**src/rtl/flk_pkg.sv**
```systemverilog
package flk_pkg;
  localparam int STRUCT_BYTES = 16;
  localparam int STRUCT_BITS  = STRUCT_BYTES * 8;
  localparam int DBG_BIT      = STRUCT_BITS - 1;

  localparam logic [7:0] CODE_CHIP_ERASE = 8'h10;
  localparam logic [7:0] CODE_RD_STATUS  = 8'h30;
  localparam logic [7:0] CODE_CHIP_ID    = 8'h68;

  function automatic logic is_privileged(input logic [7:0] code);
    return (code == CODE_CHIP_ERASE) || (code == CODE_RD_STATUS) ||
           (code == CODE_CHIP_ID);
  endfunction
endpackage

```
**src/rtl/flk_lock_loader.sv**
```systemverilog
module flk_lock_loader
  import flk_pkg::*;
#(
  parameter int FLASH_PAGES = 64,
  parameter int PAGE_BYTES  = 2048,
  parameter int ADDR_W      = 18
) (
  input  logic                   clk,
  input  logic                   rst_n,
  output logic                   rd_valid,
  input  logic                   rd_ready,
  output logic [ADDR_W-1:0]      rd_addr,
  input  logic                   rd_dvalid,
  input  logic [7:0]             rd_data,
  output logic [STRUCT_BITS-1:0] lock_vec,
  output logic                   loaded
);
  localparam int CNT_W = $clog2(STRUCT_BYTES + 1);
  localparam int BASE  = FLASH_PAGES * PAGE_BYTES - STRUCT_BYTES;
  localparam logic [ADDR_W-1:0] BASE_A = ADDR_W'(BASE);
  localparam logic [CNT_W-1:0]  LAST   = CNT_W'(STRUCT_BYTES);

  logic                   run_q;
  logic [CNT_W-1:0]       issue_cnt;
  logic [CNT_W-1:0]       rcv_cnt;
  logic [STRUCT_BITS-1:0] lock_q;

  assign rd_valid = run_q && (issue_cnt != LAST);
  assign rd_addr  = BASE_A + ADDR_W'(issue_cnt);
  assign loaded   = (rcv_cnt == LAST);
  assign lock_vec = lock_q;

  always_ff @(posedge clk or negedge rst_n) begin
    if (!rst_n) begin
      run_q     <= 1'b0;
      issue_cnt <= '0;
      rcv_cnt   <= '0;
      lock_q    <= '0;
    end else begin
      run_q <= 1'b1;
      if (rd_valid && rd_ready) issue_cnt <= issue_cnt + 1'b1;
      if (rd_dvalid && !loaded) begin
        lock_q[{rcv_cnt[3:0], 3'b000} +: 8] <= rd_data;
        rcv_cnt <= rcv_cnt + 1'b1;
      end
    end
  end

  AST_RD_ASCEND: assert property (@(posedge clk) disable iff (!rst_n)
    (rd_valid && rd_ready) |=> (!rd_valid || rd_addr == $past(rd_addr) + 1'b1));
  AST_RD_HOLD: assert property (@(posedge clk) disable iff (!rst_n)
    (rd_valid && !rd_ready) |=> (rd_valid && $stable(rd_addr)));
  AST_READY_STICKY: assert property (@(posedge clk) disable iff (!rst_n)
    loaded |=> loaded);
  AST_LOCK_FROZEN: assert property (@(posedge clk) disable iff (!rst_n)
    loaded |=> $stable(lock_vec));
endmodule

```
**src/rtl/flk_page_guard.sv**
```systemverilog
module flk_page_guard
  import flk_pkg::*;
#(
  parameter int FLASH_PAGES = 64,
  parameter int PAGE_BYTES  = 2048,
  parameter int ADDR_W      = 18
) (
  input  logic                   loaded,
  input  logic [STRUCT_BITS-1:0] lock_vec,
  input  logic [ADDR_W-1:0]      addr,
  output logic                   allow
);
  localparam int PG_SH = $clog2(PAGE_BYTES);
  localparam int IDX_W = ADDR_W - PG_SH;
  localparam logic [IDX_W-1:0] LOCK_IDX = IDX_W'(FLASH_PAGES - 1);

  logic [IDX_W-1:0] idx;
  logic [6:0]       idx_lo;
  logic             page_open;

  assign idx    = addr[ADDR_W-1:PG_SH];
  assign idx_lo = 7'(idx);

  always_comb begin
    page_open = 1'b0;
    if (idx < LOCK_IDX)       page_open = lock_vec[idx_lo];
    else if (idx == LOCK_IDX) page_open = lock_vec[DBG_BIT];
    allow = loaded && page_open;
  end
endmodule

```
**src/rtl/flk_cmd_filter.sv**
```systemverilog
module flk_cmd_filter
  import flk_pkg::*;
(
  input  logic       loaded,
  input  logic       dbg_bit,
  input  logic [7:0] code,
  output logic       allow
);
  assign allow = loaded && (dbg_bit || is_privileged(code));
endmodule

```
**src/rtl/flk_resp_slot.sv**
```systemverilog
module flk_resp_slot (
  input  logic clk,
  input  logic rst_n,
  input  logic in_valid,
  output logic in_ready,
  input  logic in_allow,
  output logic out_valid,
  input  logic out_ready,
  output logic out_allow
);
  logic valid_q, allow_q;

  assign in_ready  = !valid_q || out_ready;
  assign out_valid = valid_q;
  assign out_allow = allow_q;

  always_ff @(posedge clk or negedge rst_n) begin
    if (!rst_n) begin
      valid_q <= 1'b0;
      allow_q <= 1'b0;
    end else if (in_valid && in_ready) begin
      valid_q <= 1'b1;
      allow_q <= in_allow;
    end else if (out_ready) begin
      valid_q <= 1'b0;
    end
  end

  AST_HOLD_UNDER_STALL: assert property (@(posedge clk) disable iff (!rst_n)
    (out_valid && !out_ready) |=> (out_valid && $stable(out_allow)));
  AST_NO_ACCEPT_WHEN_FULL: assert property (@(posedge clk) disable iff (!rst_n)
    (out_valid && !out_ready) |-> !in_ready);
endmodule

```
**src/rtl/flash_lockgate.sv**
```systemverilog
module flash_lockgate
  import flk_pkg::*;
#(
  parameter int FLASH_PAGES = 64,
  parameter int PAGE_BYTES  = 2048,
  parameter int ADDR_W      = $clog2(FLASH_PAGES * PAGE_BYTES) + 1
) (
  input  logic              clk,
  input  logic              rst_n,
  output logic              rd_valid,
  input  logic              rd_ready,
  output logic [ADDR_W-1:0] rd_addr,
  input  logic              rd_dvalid,
  input  logic [7:0]        rd_data,
  input  logic              req_valid,
  output logic              req_ready,
  input  logic [ADDR_W-1:0] req_addr,
  output logic              resp_valid,
  input  logic              resp_ready,
  output logic              resp_allow,
  input  logic              cmd_valid,
  output logic              cmd_ready,
  input  logic [7:0]        cmd_code,
  output logic              cmd_resp_valid,
  input  logic              cmd_resp_ready,
  output logic              cmd_allow,
  output logic              lock_ready,
  output logic              dbg_open
);
  localparam int PG_SH = $clog2(PAGE_BYTES);
  localparam int IDX_W = ADDR_W - PG_SH;

  logic [STRUCT_BITS-1:0] lock_vec;
  logic                   loaded;
  logic                   page_ok, cmd_ok;

  flk_lock_loader #(.FLASH_PAGES(FLASH_PAGES), .PAGE_BYTES(PAGE_BYTES), .ADDR_W(ADDR_W))
  u_loader (
    .clk(clk), .rst_n(rst_n), .rd_valid(rd_valid), .rd_ready(rd_ready),
    .rd_addr(rd_addr), .rd_dvalid(rd_dvalid), .rd_data(rd_data),
    .lock_vec(lock_vec), .loaded(loaded)
  );

  flk_page_guard #(.FLASH_PAGES(FLASH_PAGES), .PAGE_BYTES(PAGE_BYTES), .ADDR_W(ADDR_W))
  u_guard (.loaded(loaded), .lock_vec(lock_vec), .addr(req_addr), .allow(page_ok));

  flk_cmd_filter u_filter (
    .loaded(loaded), .dbg_bit(lock_vec[DBG_BIT]), .code(cmd_code), .allow(cmd_ok)
  );

  flk_resp_slot u_page_slot (
    .clk(clk), .rst_n(rst_n), .in_valid(req_valid), .in_ready(req_ready),
    .in_allow(page_ok), .out_valid(resp_valid), .out_ready(resp_ready),
    .out_allow(resp_allow)
  );

  flk_resp_slot u_cmd_slot (
    .clk(clk), .rst_n(rst_n), .in_valid(cmd_valid), .in_ready(cmd_ready),
    .in_allow(cmd_ok), .out_valid(cmd_resp_valid), .out_ready(cmd_resp_ready),
    .out_allow(cmd_allow)
  );

  assign lock_ready = loaded;
  assign dbg_open   = loaded && lock_vec[DBG_BIT];

  logic req_fire, cmd_fire, idx_above;
  assign req_fire  = req_valid && req_ready;
  assign cmd_fire  = cmd_valid && cmd_ready;
  assign idx_above = req_addr[ADDR_W-1:PG_SH] > IDX_W'(FLASH_PAGES - 1);

  AST_EARLY_PAGE_DENY: assert property (@(posedge clk) disable iff (!rst_n)
    (req_fire && !lock_ready) |=> !resp_allow);
  AST_EARLY_CMD_DENY: assert property (@(posedge clk) disable iff (!rst_n)
    (cmd_fire && !lock_ready) |=> !cmd_allow);
  AST_OOR_DENY: assert property (@(posedge clk) disable iff (!rst_n)
    (req_fire && idx_above) |=> !resp_allow);
  AST_LOCKED_CMD: assert property (@(posedge clk) disable iff (!rst_n)
    (cmd_fire && !dbg_open && !is_privileged(cmd_code)) |=> !cmd_allow);
  AST_STATUS_GATED: assert property (@(posedge clk) disable iff (!rst_n)
    !lock_ready |-> !dbg_open);
endmodule

```
**config.mk**
```make
export PLATFORM = sky130hd
export DESIGN_NAME = flash_lockgate
export DESIGN_NICKNAME = d
export VERILOG_FILES = /design/src/rtl/flk_pkg.sv /design/src/rtl/flk_lock_loader.sv /design/src/rtl/flk_page_guard.sv /design/src/rtl/flk_cmd_filter.sv /design/src/rtl/flk_resp_slot.sv /design/src/rtl/flash_lockgate.sv
export SDC_FILE = /design/constraint.sdc
export NUM_CORES = 1
export LEC_CHECK = 0
export BUFFER_PORTS_ARGS = -buffer_cell sky130_fd_sc_hd__buf_4
export CAP_MARGIN = 40
export CORE_AREA = 2 2 96 98
export DETAILED_ROUTE_END_ITERATION = 16
export DIE_AREA = 0 0 98 100
export PLACE_DENSITY = 0.73
export SKIP_CTS_REPAIR_TIMING = 1
export SLEW_MARGIN = 20
export SYNTH_ARGS = -nofsm -noshare
export SYNTH_HDL_FRONTEND = slang
export SYNTH_SLANG_ARGS = --single-unit
export TNS_END_PERCENT = 1
```
**constraint.sdc**
```tcl
create_clock -name clk -period 2.35 [get_ports clk]
set_clock_uncertainty 0.2 [all_clocks]
set_input_delay 0.47 -clock clk [delete_from_list [all_inputs] [get_ports clk]]
set_output_delay 0.47 -clock clk [all_outputs]
set_load 0.005 [all_outputs]
```
=== Word level (Yosys, flattened, before mapping) ===
Index checks and enable logic that the tools add are counted.

* Bits in registers: 143
* Output and inout bits: 27

* $add $sub $neg: 4
* Order comparisons: 2
* Eq/ne operators: 6
* Shift-type cells: 2
* Multiplexer cells: 9
* Reductions and logical operators: 18

{| class="wikitable"
|+ Operators by type and width
! operator !! count
|-
| $bwmux 128 || 1
|-
| $shift 8x9->128 const A || 1
|-
| $shiftx 8x9->128 || 1
|-
| $add 17x5->18 const A || 1
|-
| $add 5x1->5 const B || 2
|-
| $neg 7->9 || 1
|-
| $eq 8x5->1 const B || 1
|-
| $eq 8x6->1 const B || 1
|-
| $eq 8x7->1 const B || 1
|-
| $logic_and 1x1->1 || 8
|-
| $lt 7x8->1 const B || 1
|-
| $bmux 1 s7 || 1
|-
| $eq 7x6->1 const B || 1
|-
| $lt 7x6->1 const B || 1
|-
| $mux 1 || 7
|-
| $eq 5x5->1 const B || 1
|-
| $logic_or 1x1->1 || 5
|-
| $ne 5x5->1 const B || 1
|-
| $reduce_bool 2->1 || 2
|-
| $logic_not 1->1 || 3
|}

=== Logic depth before layout (Yosys ltp) ===
Gate-level depths: netlist (run 1).

* Word-level depth: 5
* Mapped depth: 12

=== Hierarchy ===
A second synthesis (run 1) with hierarchy kept.

* Cells, all modules: 510
* Area total of the unflattened synthesis: 6720.2 um^2

{| class="wikitable"
|+ Modules (own cells, without submodules)
! module !! instances !! cells an instance !! area an instance (um^2) !! seq. area each (um^2)
|-
| flk_lock_loader || 1 || 432 || 5850.6 || 3478.3
|-
| flk_page_guard || 1 || 58 || 634.4 || 0.0
|-
| flk_resp_slot || 2 || 6 || 92.6 || 50.0
|-
| flk_cmd_filter || 1 || 7 || 43.8 || 0.0
|-
| flash_lockgate || 1 || 1 || 6.3 || 0.0
|}

=== Worst setup path after synthesis (run 1) ===
No wires, ideal clock.

* Path type: reg2reg
* Start: reg u_loader.rcv_cnt[0]
* End: reg u_loader.lock_q[0], in the netlist u_loader.lock_vec[0]
* Setup time: 125 ps
* Data arrival time: 2255 ps
* Required time: 2025 ps
* Slack: -229 ps
* Cell stages (with the launch flop): 7
* Clock period less this slack: 2579 ps
* Cells stage by stage: dfrtp_1 buf_4 inv_1 ha_1 or4b_2 nor3_4 mux2_2

* Longest elaborated chain between the ends: 3
* Elaborated cells on any way between the ends: 7

{| class="wikitable"
|+ RTL lines
! element !! RTL line !! source
|-
| from (decl) || flk_lock_loader.sv:25 || <nowiki>logic [CNT_W-1:0] rcv_cnt;</nowiki>
|-
| from (signal assigned) || flk_lock_loader.sv:44 || <nowiki>rcv_cnt <= rcv_cnt + 1'b1;</nowiki>
|-
| $neg 7->9 / $eq 5x5->1 (equally long branches) || flk_lock_loader.sv:43, flk_lock_loader.sv:30 ||
|-
| $shiftx 8x9->128 (tied with other cells) || flk_lock_loader.sv:43 || <nowiki>lock_q[{rcv_cnt[3:0], 3'b000} +: 8] <= rd_data;</nowiki>
|-
| $bwmux 128 / $logic_and 1x1->1 (equally long branches) || flk_lock_loader.sv:43, flk_lock_loader.sv:42 ||
|-
| to (signal, indexed assignment) || flk_lock_loader.sv:43 ||
|-
| to (decl) || flk_lock_loader.sv:26 || <nowiki>logic [STRUCT_BITS-1:0] lock_q;</nowiki>
|}

Several ways; a longest one is shown, not always the timed one.
A chain may end at the register's enable or synchronous reset.

=== Final worst setup path (run 1) ===
* Start: reg u_loader.rcv_cnt[0]
* End: reg u_loader.lock_q[22], in the netlist u_loader.lock_vec[22]

The elaborated chain is that of the path after synthesis.

==> metrics, run 1 <==
crit path max-delay cell type nor3_4; TritonCTS clock tree built; initial antenna violation count 0; part of the power in combinational logic a little over 40%; post-route clock period utilization 96.9%; Synth Register Bits 79; CP peak stage delay 0.43 ns; Synth Cell Area 4230 um^2; antenna viol nets, final 0; syn nets roughly 440; drt drc 0; Setup crit end kind register; num rows 35; synthesis-to-finish area growth 18.4%; Synth Area in XOR/XNOR 2.66%; TritonCTS Buffers 9; Total GRT Usage 19.6%; Storage cell area slightly below 2000 um^2; Clock power frac 20.7%; post-route insts no fill 550; # IOs 69; placed cell area 4740 um^2; fillcell total 749; grt ovf 0; Top FF cell, synth dfrtp_1; Die ar. 9800 um^2; status finished clean; count of cell types in the netlist 51; Worst Path Buf+Inv 1; Final Hold Fails 0; Syn. warnings 0; Avg Inst Size Synth between 10 and 15 um^2; multiplexer share of the synthesized area ~17%; post-synthesis cell count 395; worst flop-to-flop path startpoint u_loader.rcv_cnt[0]; iteration count of the initial detailed-routing pass 4; setup TNS 0 ns; Max Clk Rate 439 MHz; EDFF count, synth 0; clock root cell clkbuf_8; CP cell instances inv_4, ha_4, or3b_4, nor3_4, mux2_2; Hold Crit Start cmd_valid; register share of total power 38.2%; Final Setup Violations 0; routed vias/inst ~5.4; 1st-iter DRT viols ~120; post-synth top area share between 40% and 50%; top cells by count, synth dfrtp_1 (79), nand2_1 (75), o21ai_0 (28), mux2_2 (27), mux2i_1 (16); die height 100 um; Final HPWL DP between 6 and 7 mm; synth top area cells dfrtp_1 (47%), mux2_2 (7.2%), nand2_1 (6.7%), mux4_2 (6.4%), mux2i_1 (3.8%); largest net degree at the start of global routing 80; sequential area share after synthesis 46.7%; Layout Nets 482; # clock sinks 79; Pint just under 0.004 W; Startpoint Class register; LEAKAGE approximately 2.2 nW; worst-margin pin slew 0.554 ns; Worst R2R Path Depth 5; most common cell in the netlist dfrtp_1; compound-gate portion of the synthesized area under 10%; largest family of logic cells by synthesized area multiplexers; CTS clk-pin slew, worst paths 0.08 ns; crit path time final 2.28 ns; core box area a little under 9000 um^2; Reg2Reg Setup Slack about 0.073 ns; Hold Path Class input pin to register; clock latency on the worst-skew pair 0.36 ns; DIE WIDTH 98 um; CTS max path bufs 2; RSZ-0062 raised after global routing true; asr flop ratio synth 100%; Hold Slack 0.104 ns; ratio of cells with drive above 1 in the final layout 34.2%; worst r2r dst u_loader.lock_vec[22]; Antenna Cells 0; GP Congestion around 0.8; vias in the first global route 3,064; H-tree Lvls 3; Max-Cap Viols 0; Initial Util 47.6%; Switching Fraction 35.4%; design area 5010 um^2; routed wire length 9.03 mm; VDD IR max 437 uV; global-route wire length before repair about 15 mm; max_slew headroom a little over three fifths; Post-Synth Adder-Cell Area 1.77%; Arr. time, crit path 2.33 ns; area of the multi-input gates 2020 um^2; CP required approximately 2.4 ns; Slew Viols, Final 0; switching pwr 0.00211 W; Hold EP u_cmd_slot.out_valid; Setup Crit Path Kind register to register; CP max FO 8; WL/cell 16.4 um; dpl cells about 530; vias post-DR 2,991; leading area contributor after synthesis dfrtp_1; Pwr Density ~1200 nW/um^2; simple-gate share of the synthesized area between 10% and 20%; hold path depth 2; CP delay by family, top simple AND/OR/NAND/NOR gates; I/O Buffers 57
-- logic make-up (layout without fill, tap and decap cells) --
group	Yosys count	in the layout
xor gates and xnor gates	12	12
DFF	79	79
and+or+nand+nor	128	128
muxes	55	55
other	1	1
adders and majority gates	6	6
buffers and inverters	56	100
AOI/OAI and AO/OA	58	58
-- metal layers --
metal	up-vias	wire, um	GRT usage, %
met1	1477	3980	24.8
met5	-	0	0
li1	1441	-	-
met3	15	297	3.41
met4	0	163	7.69
met2	58	4590	33.7
-- stage by stage --
stage | utilization [%] | setup slack (ns) | total power [W]
after floorplan | - | -0.0989 | 0.00410
after global placement | 53.3 | 0.0511 | 0.00460
after detailed placement | 53.3 | 0.0136 | 0.00472
after CTS | 56.1 | 0.00586 | 0.00595
after global routing | 56.4 | -0.0166 | 0.00637
final | 56.4 | 0.0734 | 0.00596
-- area by class of cell --
class | count | area share [%]
multi-input combinational | 260 | 40.3
sequential | 79 | 39.5
clock inverter | 7 | 2.40
tap | 111 | 2.77
inverter | 9 | 0.774
clock buffer | 9 | 2.47
timing repair buffer | 75 | 11.9
-- state kept, by name, indices dropped and copies added, names as in the netlist --
name,cells
u_loader.rcv_cnt,5
u_loader.lock_vec,64
u_page_slot.out_valid,1
u_cmd_slot.out_valid,1
u_cmd_slot.out_allow,1
u_loader.run_q,1
u_loader.issue_cnt,5
u_page_slot.out_allow,1
-- worst max path at each step --
stage	from	end	slack, ns	cells after the start
2_1_floorplan	u_loader.rcv_cnt[0]	u_loader.lock_vec[0]	-0.1	6
3_3_place_gp	req_addr[12]	u_page_slot.out_allow	0.05	5
6_report	u_loader.rcv_cnt[0]	u_loader.lock_vec[22]	0.07	5
5_1_grt	u_loader.rcv_cnt[0]	u_loader.lock_vec[21]	-0.02	5
3_5_place_dp	u_loader.rcv_cnt[0]	u_loader.lock_vec[49]	0.01	6
4_1_cts	u_loader.rcv_cnt[3]	dbg_open	0.006	6
-- cells in the final DEF (no fill, tap or decap), drive strengths merged, types with 2 or more instances in the layout --
| cell type | Yosys | layout |
|---|---|---|
| clkinv | 0 | 2 |
| mux2 | 27 | 27 |
| nand3 | 10 | 10 |
| mux4 | 12 | 12 |
| o31ai | 15 | 15 |
| mux2i | 16 | 16 |
| nor2 | 7 | 7 |
| xor2 | 2 | 2 |
| xnor2 | 10 | 10 |
| bufinv | 0 | 3 |
| nand2b | 3 | 3 |
| nor3 | 5 | 5 |
| ha | 6 | 6 |
| o21ai | 30 | 30 |
| clkbuf | 10 | 9 |
| nand4 | 7 | 7 |
| a31o | 2 | 2 |
| or3b | 3 | 3 |
| a21oi | 2 | 2 |
| nand3b | 3 | 3 |
| buf | 37 | 74 |
| nor2b | 6 | 6 |
| and2 | 2 | 2 |
| inv | 9 | 10 |
| dfrtp | 79 | 79 |
| nand2 | 75 | 75 |
-- worst register-to-register path: stages, from the launching register on --
cell and delay (ns):
dfrtp_1 0.40, inv_4 0.05, ha_4 0.29, or3b_4 0.40, nor3_4 0.43, mux2_2 0.39
-- power groups by stage --
stage | logic (W) | clock network [W] | registers, W
final | 0.00245 | 0.00123 | 0.00228
after global routing | 0.00272 | 0.00130 | 0.00235
after detailed placement | 0.00243 | 0 | 0.00229
after CTS | 0.00243 | 0.00125 | 0.00227
after global placement | 0.00235 | 0 | 0.00225
after floorplan | 0.00192 | 0 | 0.00218
Note: power is estimated with default switching activity, not from simulation.
==> run 2, diff against run 1 <==
--- a/config.mk
+++ b/config.mk
@@ -5,12 +5,14 @@
 export SDC_FILE = /design/constraint.sdc
 export NUM_CORES = 1
 export LEC_CHECK = 0
+export ABC_AREA = 1
 export BUFFER_PORTS_ARGS = -buffer_cell sky130_fd_sc_hd__buf_4
 export CAP_MARGIN = 40
-export CORE_AREA = 2 2 96 98
+export CORE_AREA = 2 2 98 100
+export CTS_CLUSTER_SIZE = 28
 export DETAILED_ROUTE_END_ITERATION = 16
-export DIE_AREA = 0 0 98 100
-export PLACE_DENSITY = 0.73
+export DIE_AREA = 0 0 100 102
+export PLACE_DENSITY = 0.72
 export SKIP_CTS_REPAIR_TIMING = 1
 export SLEW_MARGIN = 20
 export SYNTH_ARGS = -nofsm -noshare
==> run 2 against run 1 <==
  * Routed wire length is 18% higher
  * Combinational power is 4% higher
  * First-iteration DRC count is 110% higher
  * Worst setup slack worse by 0.0094 ns
  * Non-clock buffer count is 1 higher
  * Critical path type is now register to output pin
  * Critical endpoint is now dbg_open
  * Largest cell class is now flip-flops and latches
  * Largest power group unchanged
==> metrics, run 2 <==
Final Hold Fails 0 (unchanged); pre-CTS setup slack 0.0246 ns (+0.0110 ns); instance count on the critical path 9 (+4); ratio of cells with drive above 1 in the final layout 19.5% (-15 points); CP delay by family, top flip-flops; register share of total power 37.3% (-0.9 points); Hold Path Class input pin to register; global-route wire length before repair 17.3 mm (+15%); syn nets 614 (+39%); hold path depth 3 (+1); Avg Inst Size Synth 7.74 um^2 (-28%); CTS clk-pin slew, worst paths 0.07 ns (about the same); CTS max path bufs 2 (unchanged); antenna viol nets, final 0 (unchanged); leading area contributor after synthesis dfrtp_1; core box area 9110 um^2 (+2.5%); sequential area share after synthesis 45.7% (-1.0 points); H-tree Lvls 3 (unchanged); clock root cell clkbuf_8; Clock power frac 19.2% (-1.5 points); die height 102 um (+2.0%); # clock sinks 80 (+1.3%); asr flop ratio synth 100% (unchanged); CP required 1.68 ns (-0.72 ns); most common cell in the netlist nand2_1; num rows 35 (unchanged); Synth Register Bits 80 (+1.3%); commonest cells after routing, fill and taps aside nand2_1 (180), dfrtp_1 (79), buf_4 (71); Top FF cell, synth dfrtp_1; Setup Crit Path Kind register to output pin; iteration count of the initial detailed-routing pass 5 (+1); max_slew headroom 65.4% (+2.5 points); synthesis-to-finish area growth 18.2%; Die ar. 10,200 um^2 (+4.1%); crit path max-delay cell type dfrtp_2; GP Congestion 0.793 (-2.3%); I/O Buffers 57 (unchanged); routed wire length 10.6 mm (+18%); Switching Fraction 39.8% (+4.4 points); largest net degree at the start of global routing 40 (-50%); crit path time final 2.29 ns (+0.00937 ns); Largest register FFs 65 (+1.6%); part of the power in combinational logic 43.5% (+2.4 points); Max Clk Rate 437 MHz (-0.41%); Worst R2R Path Depth 13 (+8); most common cell after layout, fill and taps aside nand2_1; switching pwr 0.00233 W (+11%); post-route insts no fill 733 (+33%); LEAKAGE 2.46 nW (+10%); # IOs 69 (unchanged); Pwr Density 1130 nW/um^2 (-4.7%); Total GRT Usage 21.5% (+1.9 points); setup TNS 0 ns (unchanged); drt drc 0 (unchanged); CP peak stage delay 0.44 ns (about the same); Max-Cap Viols 0 (unchanged); Syn. warnings 0 (unchanged); WL/cell 14.5 um (-12%); Layout Nets 666 (+38%); routed vias/inst 5.21 (-4.1%); Arr. time, crit path 1.62 ns (-0.71 ns); DIE WIDTH 100 um (+2.0%); dpl cells 713 (+34%); EDFF count, synth 0 (unchanged); RSZ-0062 raised after global routing true; Worst Path Buf+Inv 4 (+3); Final HPWL DP 7.25 mm (+13%); clock latency on the worst-skew pair 0.34 ns (-0.02 ns); vias post-DR 3,821 (+28%); Antenna Cells 0 (unchanged); top cells by count, synth nand2_1 (183), dfrtp_1 (80), nand3_1 (58), inv_1 (49), o21ai_0 (44); count of cell types in the netlist 39 (-24%); Final Setup Violations 0 (unchanged); CP cell instances inv_4, ha_4, nand2_2, nor2_4, inv_4, nor2_4, inv_4, nor2_4, buf_6; post-synth top area share 45.7% (-1.0 points); synth top area cells dfrtp_1 (46%), nand2_1 (16%), nand3_1 (6.6%), o21ai_0 (5.0%), inv_1 (4.2%); fillcell total 848 (+13%); Slew Viols, Final 0 (unchanged); post-synthesis cell count 566 (+43%); final worst slack 0.0640 ns (-0.00937 ns); TritonCTS Buffers 9 (unchanged); Startpoint Class register; Setup crit end kind output pin; initial antenna violation count 0 (unchanged); VDD IR max 600 uV (+37%); worst-margin pin slew 0.515 ns (-0.0395 ns); status finished clean; vias in the first global route 3,615 (+18%); TritonCTS clock tree built; Synth Cell Area 4380 um^2 (+3.5%); CP max FO 4 (-4); Initial Util 48.1% (+0.49 points); 1st-iter DRT viols 249 (+110%); post-route clock period utilization 97.3% (+0.40 points); grt ovf 0 (unchanged); Pint 0.00353 W (-8.2%)
## run 2: cells by family (layout without fill, tap and decap cells)
family	count (synthesis)	count (layout)	synth area share, %
AO/OA/AOI/OAI	78	78	9.63
buffers and inverters	94	150	10.2
adder cells (fa/ha/maj)	6	6	1.71
XOR/XNOR	9	9	1.97
AND/OR/NAND/NOR	298	298	30.7
other	1	1	0.0856
flip-flops	80	80	45.7
## run 2: cell type report
class	instances	area, um^2	share of cell area (%)
Clock inverter	3	65.1	1.26
Multi-Input combinational cell	392	1960	38.0
Clock buffer	12	155	3.00
Sequential cell	80	2000	38.7
Timing Repair Buffer	76	614	11.9
Tap cell	111	139	2.68
Inverter	59	235	4.54
## run 2: worst paths after layout
| check | start | to | slack, ns |
|---|---|---|---|
| setup / recovery | u_loader.rcv_cnt[0] | dbg_open | 0.06 |
| hold / removal | cmd_valid | u_cmd_slot.out_valid | 0.14 |
| setup reg to reg | u_loader.rcv_cnt[0] | u_loader.lock_vec[3] | 0.16 |
| hold reg to reg | u_loader.rcv_cnt[4] | u_loader.rcv_cnt[4] | 0.27 |
| max in group asynchronous | rst_n | u_loader.lock_vec[34] | 0.89 |
| min in group asynchronous | rst_n | u_loader.issue_cnt[0] | 0.44 |
## run 2: worst min-delay path, cell delays in order
cell and delay (ns):
buf_4 0.08, inv_1 0.04, nand2_1 0.06
## run 2: per-stage QoR
stage	area [um^2]	total power [W]	util [%]	hold WS [ns]
after CTS	5100	0.00579	56.0	-0.0908
after global routing	5180	0.00633	56.8	0.144
after detailed placement	4880	0.00465	53.5	0.260
after global placement	4880	0.00458	53.5	0.259
after floorplan	4380	0.00393	-	-0.0256
final	5180	0.00586	56.8	0.141
## run 2: per-layer routing
layer / vias up / track usage, % / share of wire (%)
met5: - / 0 / 0
met4: 0 / 6.85 / 1.0
met3: 13 / 3.76 / 6.3
met2: 113 / 35.4 / 49
met1: 1795 / 29.3 / 44
li1: 1900 / - / -
## run 2: power groups by stage
| stage | Combinational [W] | Sequential (W) | Clock (W) |
|---|---|---|---|
| final | 0.00255 | 0.00218 | 0.00113 |
| after global routing | 0.00287 | 0.00225 | 0.00121 |
| after CTS | 0.00247 | 0.00218 | 0.00115 |
| after detailed placement | 0.00245 | 0.00220 | 0 |
| after global placement | 0.00239 | 0.00219 | 0 |
| after floorplan | 0.00179 | 0.00215 | 0 |
==> run 3, diff against run 2 <==
--- a/config.mk
+++ b/config.mk
@@ -8,11 +8,11 @@
 export ABC_AREA = 1
 export BUFFER_PORTS_ARGS = -buffer_cell sky130_fd_sc_hd__buf_4
 export CAP_MARGIN = 40
-export CORE_AREA = 2 2 98 100
+export CORE_AREA = 2 2 93 95
 export CTS_CLUSTER_SIZE = 28
 export DETAILED_ROUTE_END_ITERATION = 16
-export DIE_AREA = 0 0 100 102
-export PLACE_DENSITY = 0.72
+export DIE_AREA = 0 0 95 97
+export PLACE_DENSITY = 0.76
 export SKIP_CTS_REPAIR_TIMING = 1
 export SLEW_MARGIN = 20
 export SYNTH_ARGS = -nofsm -noshare
==> constraint.sdc (replaced) <==
create_clock -name clk -period 2.65 [get_ports clk]
set_clock_uncertainty 0.2 [all_clocks]
set_input_delay 0.53 -clock clk [delete_from_list [all_inputs] [get_ports clk]]
set_output_delay 0.53 -clock clk [all_outputs]
set_load 0.005 [all_outputs]
==> run 3 against run 2 <==
  * Die area fell by 9.7%
  * Register-to-register slack improved by 0.05 ns
  * Routed wire length up 2.2%
  * Utilization is 5.9 points higher
  * Critical path type unchanged
  * Largest power group unchanged
==> metrics, run 3 (synthesized netlist as in run 2, its figures left out) <==
GP Congestion 0.845 (+6.6%); TritonCTS clock tree built; Hold Path Class input pin to register; drt drc 0 (unchanged); Final HPWL DP 7.64 mm (+5.4%); Slew Viols, Final 0 (unchanged); Setup crit end kind output pin; Clock power frac 19.4% (+0.2 points); DIE WIDTH 95 um (-5.0%); CP cell instances inv_1, ha_4, nand2_1, nor2_2, clkinv_2, nor2_4, inv_4, nor2_1, buf_4; setup TNS 0 ns (unchanged); most common cell after layout, fill and taps aside nand2_1; routed vias/inst 5.39 (+3.4%); switching pwr 0.00212 W (-8.9%); vias post-DR 3,915 (+2.5%); Max-Cap Viols 0 (unchanged); largest net degree at the start of global routing 35 (-13%); I/O Buffers 57 (unchanged); clock latency on the worst-skew pair 0.35 ns (about the same); max_slew headroom 63.6% (-1.8 points); CP required 1.92 ns (+0.24 ns); Hold Slack 0.176 ns (+0.0350 ns); worst-margin pin slew 0.543 ns (+0.0286 ns); Layout Nets 664 (-0.30%); CP max FO 6 (+2); synthesis-to-finish area growth 16.5%; Setup Crit Path Kind register to output pin; Final Hold Fails 0 (unchanged); post-route insts no fill 726 (-0.95%); Pwr Density 1010 nW/um^2 (-11%); Final Setup Violations 0 (unchanged); global-route wire length before repair 18.4 mm (+6.3%); Total GRT Usage 25.2% (+3.7 points); CP peak stage delay 0.45 ns (about the same); fillcell total 685 (-19%); Antenna Cells 0 (unchanged); CTS clk-pin slew, worst paths 0.08 ns (about the same); grt ovf 0 (unchanged); iteration count of the initial detailed-routing pass 5 (unchanged); # IOs 69 (unchanged); antenna viol nets, final 0 (unchanged); num rows 33 (-5.7%); ratio of cells with drive above 1 in the final layout 18.5% (-0.93 points); TritonCTS Buffers 9 (unchanged); routed wire length 10.9 mm (+2.2%); crit path time final 2.52 ns; RSZ-0062 raised after global routing true; LEAKAGE 2.42 nW (-1.4%); commonest cells after routing, fill and taps aside nand2_1 (183), dfrtp_1 (79), buf_4 (72); dpl cells 705 (-1.1%); 1st-iter DRT viols 281 (+13%); CTS max path bufs 2 (unchanged); H-tree Lvls 3 (unchanged); part of the power in combinational logic 42.7% (-0.8 points); design area 5100 um^2 (-1.5%); post-route clock period utilization 95.1%; Die ar. 9220 um^2 (-9.7%); placed cell area 4830 um^2 (-1.0%); register share of total power 37.9% (+0.6 points); Largest register FFs 65 (unchanged); crit path max-delay cell type dfrtp_2; # clock sinks 80 (unchanged); status finished clean; Max Clk Rate slightly below 400 MHz; clock root cell clkbuf_8; Startpoint Class register; core box area 8130 um^2 (-11%); Initial Util 53.9% (+5.8 points); WL/cell 15.0 um (+3.2%); Arr. time, crit path 1.79 ns (+0.17 ns); VDD IR max 511 uV (-15%); vias in the first global route 3,778 (+4.5%); die height 97 um (-4.9%); initial antenna violation count 0 (unchanged); Pint 0.00303 W (-14%); Switching Fraction 41.3% (+1.5 points)
[run 3: area by class of cell]
type | count | area (um^2) | share of cell area [%]
clock inverter | 7 | 96.3 | 1.89
sequential | 80 | 2000 | 39.3
timing repair buffer | 74 | 571 | 11.2
multi-input combinational | 392 | 1940 | 38.1
inverter | 59 | 231 | 4.54
clock buffer | 9 | 124 | 2.43
tap | 105 | 131 | 2.58
[run 3: power groups by stage]
stage / Clock [W] / Combinational (W) / Sequential (W)
4_1_cts: 0.00100 / 0.00214 / 0.00195
2_1_floorplan: 0 / 0.00158 / 0.00190
3_5_place_dp: 0 / 0.00213 / 0.00197
6_report: 0.000997 / 0.00220 / 0.00195
3_3_place_gp: 0 / 0.00206 / 0.00194
5_1_grt: 0.00108 / 0.00250 / 0.00201
[run 3: worst paths after layout]
| path | startpoint | end | slack [ns] | depth (start not counted) |
|---|---|---|---|---|
| min in group asynchronous | rst_n | u_loader.lock_vec[48] | 0.46 | 2 |
| hold / removal | cmd_valid | u_cmd_slot.out_valid | 0.18 | 3 |
| setup / recovery | u_loader.rcv_cnt[1] | dbg_open | 0.13 | 9 |
| setup reg to reg | u_loader.rcv_cnt[0] | u_loader.lock_vec[20] | 0.21 | 12 |
| hold reg to reg | u_loader.rcv_cnt[4] | u_loader.rcv_cnt[4] | 0.28 | 1 |
| max in group asynchronous | rst_n | u_loader.lock_vec[45] | 1.17 | 3 |
[run 3: metal layers]
metal	routed length (um)	global-route usage (%)	vias to the layer above
li1	-	-	1908
met1	4680	35.8	1862
met2	5300	39.4	123
met3	673	4.21	22
met4	208	7.92	0
met5	0	0	-
[run 3: stage by stage]
step | util [%] | total power [W] | setup WS (ns)
6_report | 62.7 | 0.00515 | 0.131
4_1_cts | 62.1 | 0.00509 | 0.0245
3_3_place_gp | 59.3 | 0.00400 | 0.269
2_1_floorplan | - | 0.00348 | 0.159
5_1_grt | 62.7 | 0.00558 | -0.0129
3_5_place_dp | 59.3 | 0.00410 | 0.151
[run 3: worst max-delay path: cells and delay by family, from the launching register on]
kind	cells	cell delay [ns]
adders and majority gates	1	0.16
DFF	1	0.45
buffers and inverters	4	0.41
and+or+nand+nor	4	0.42
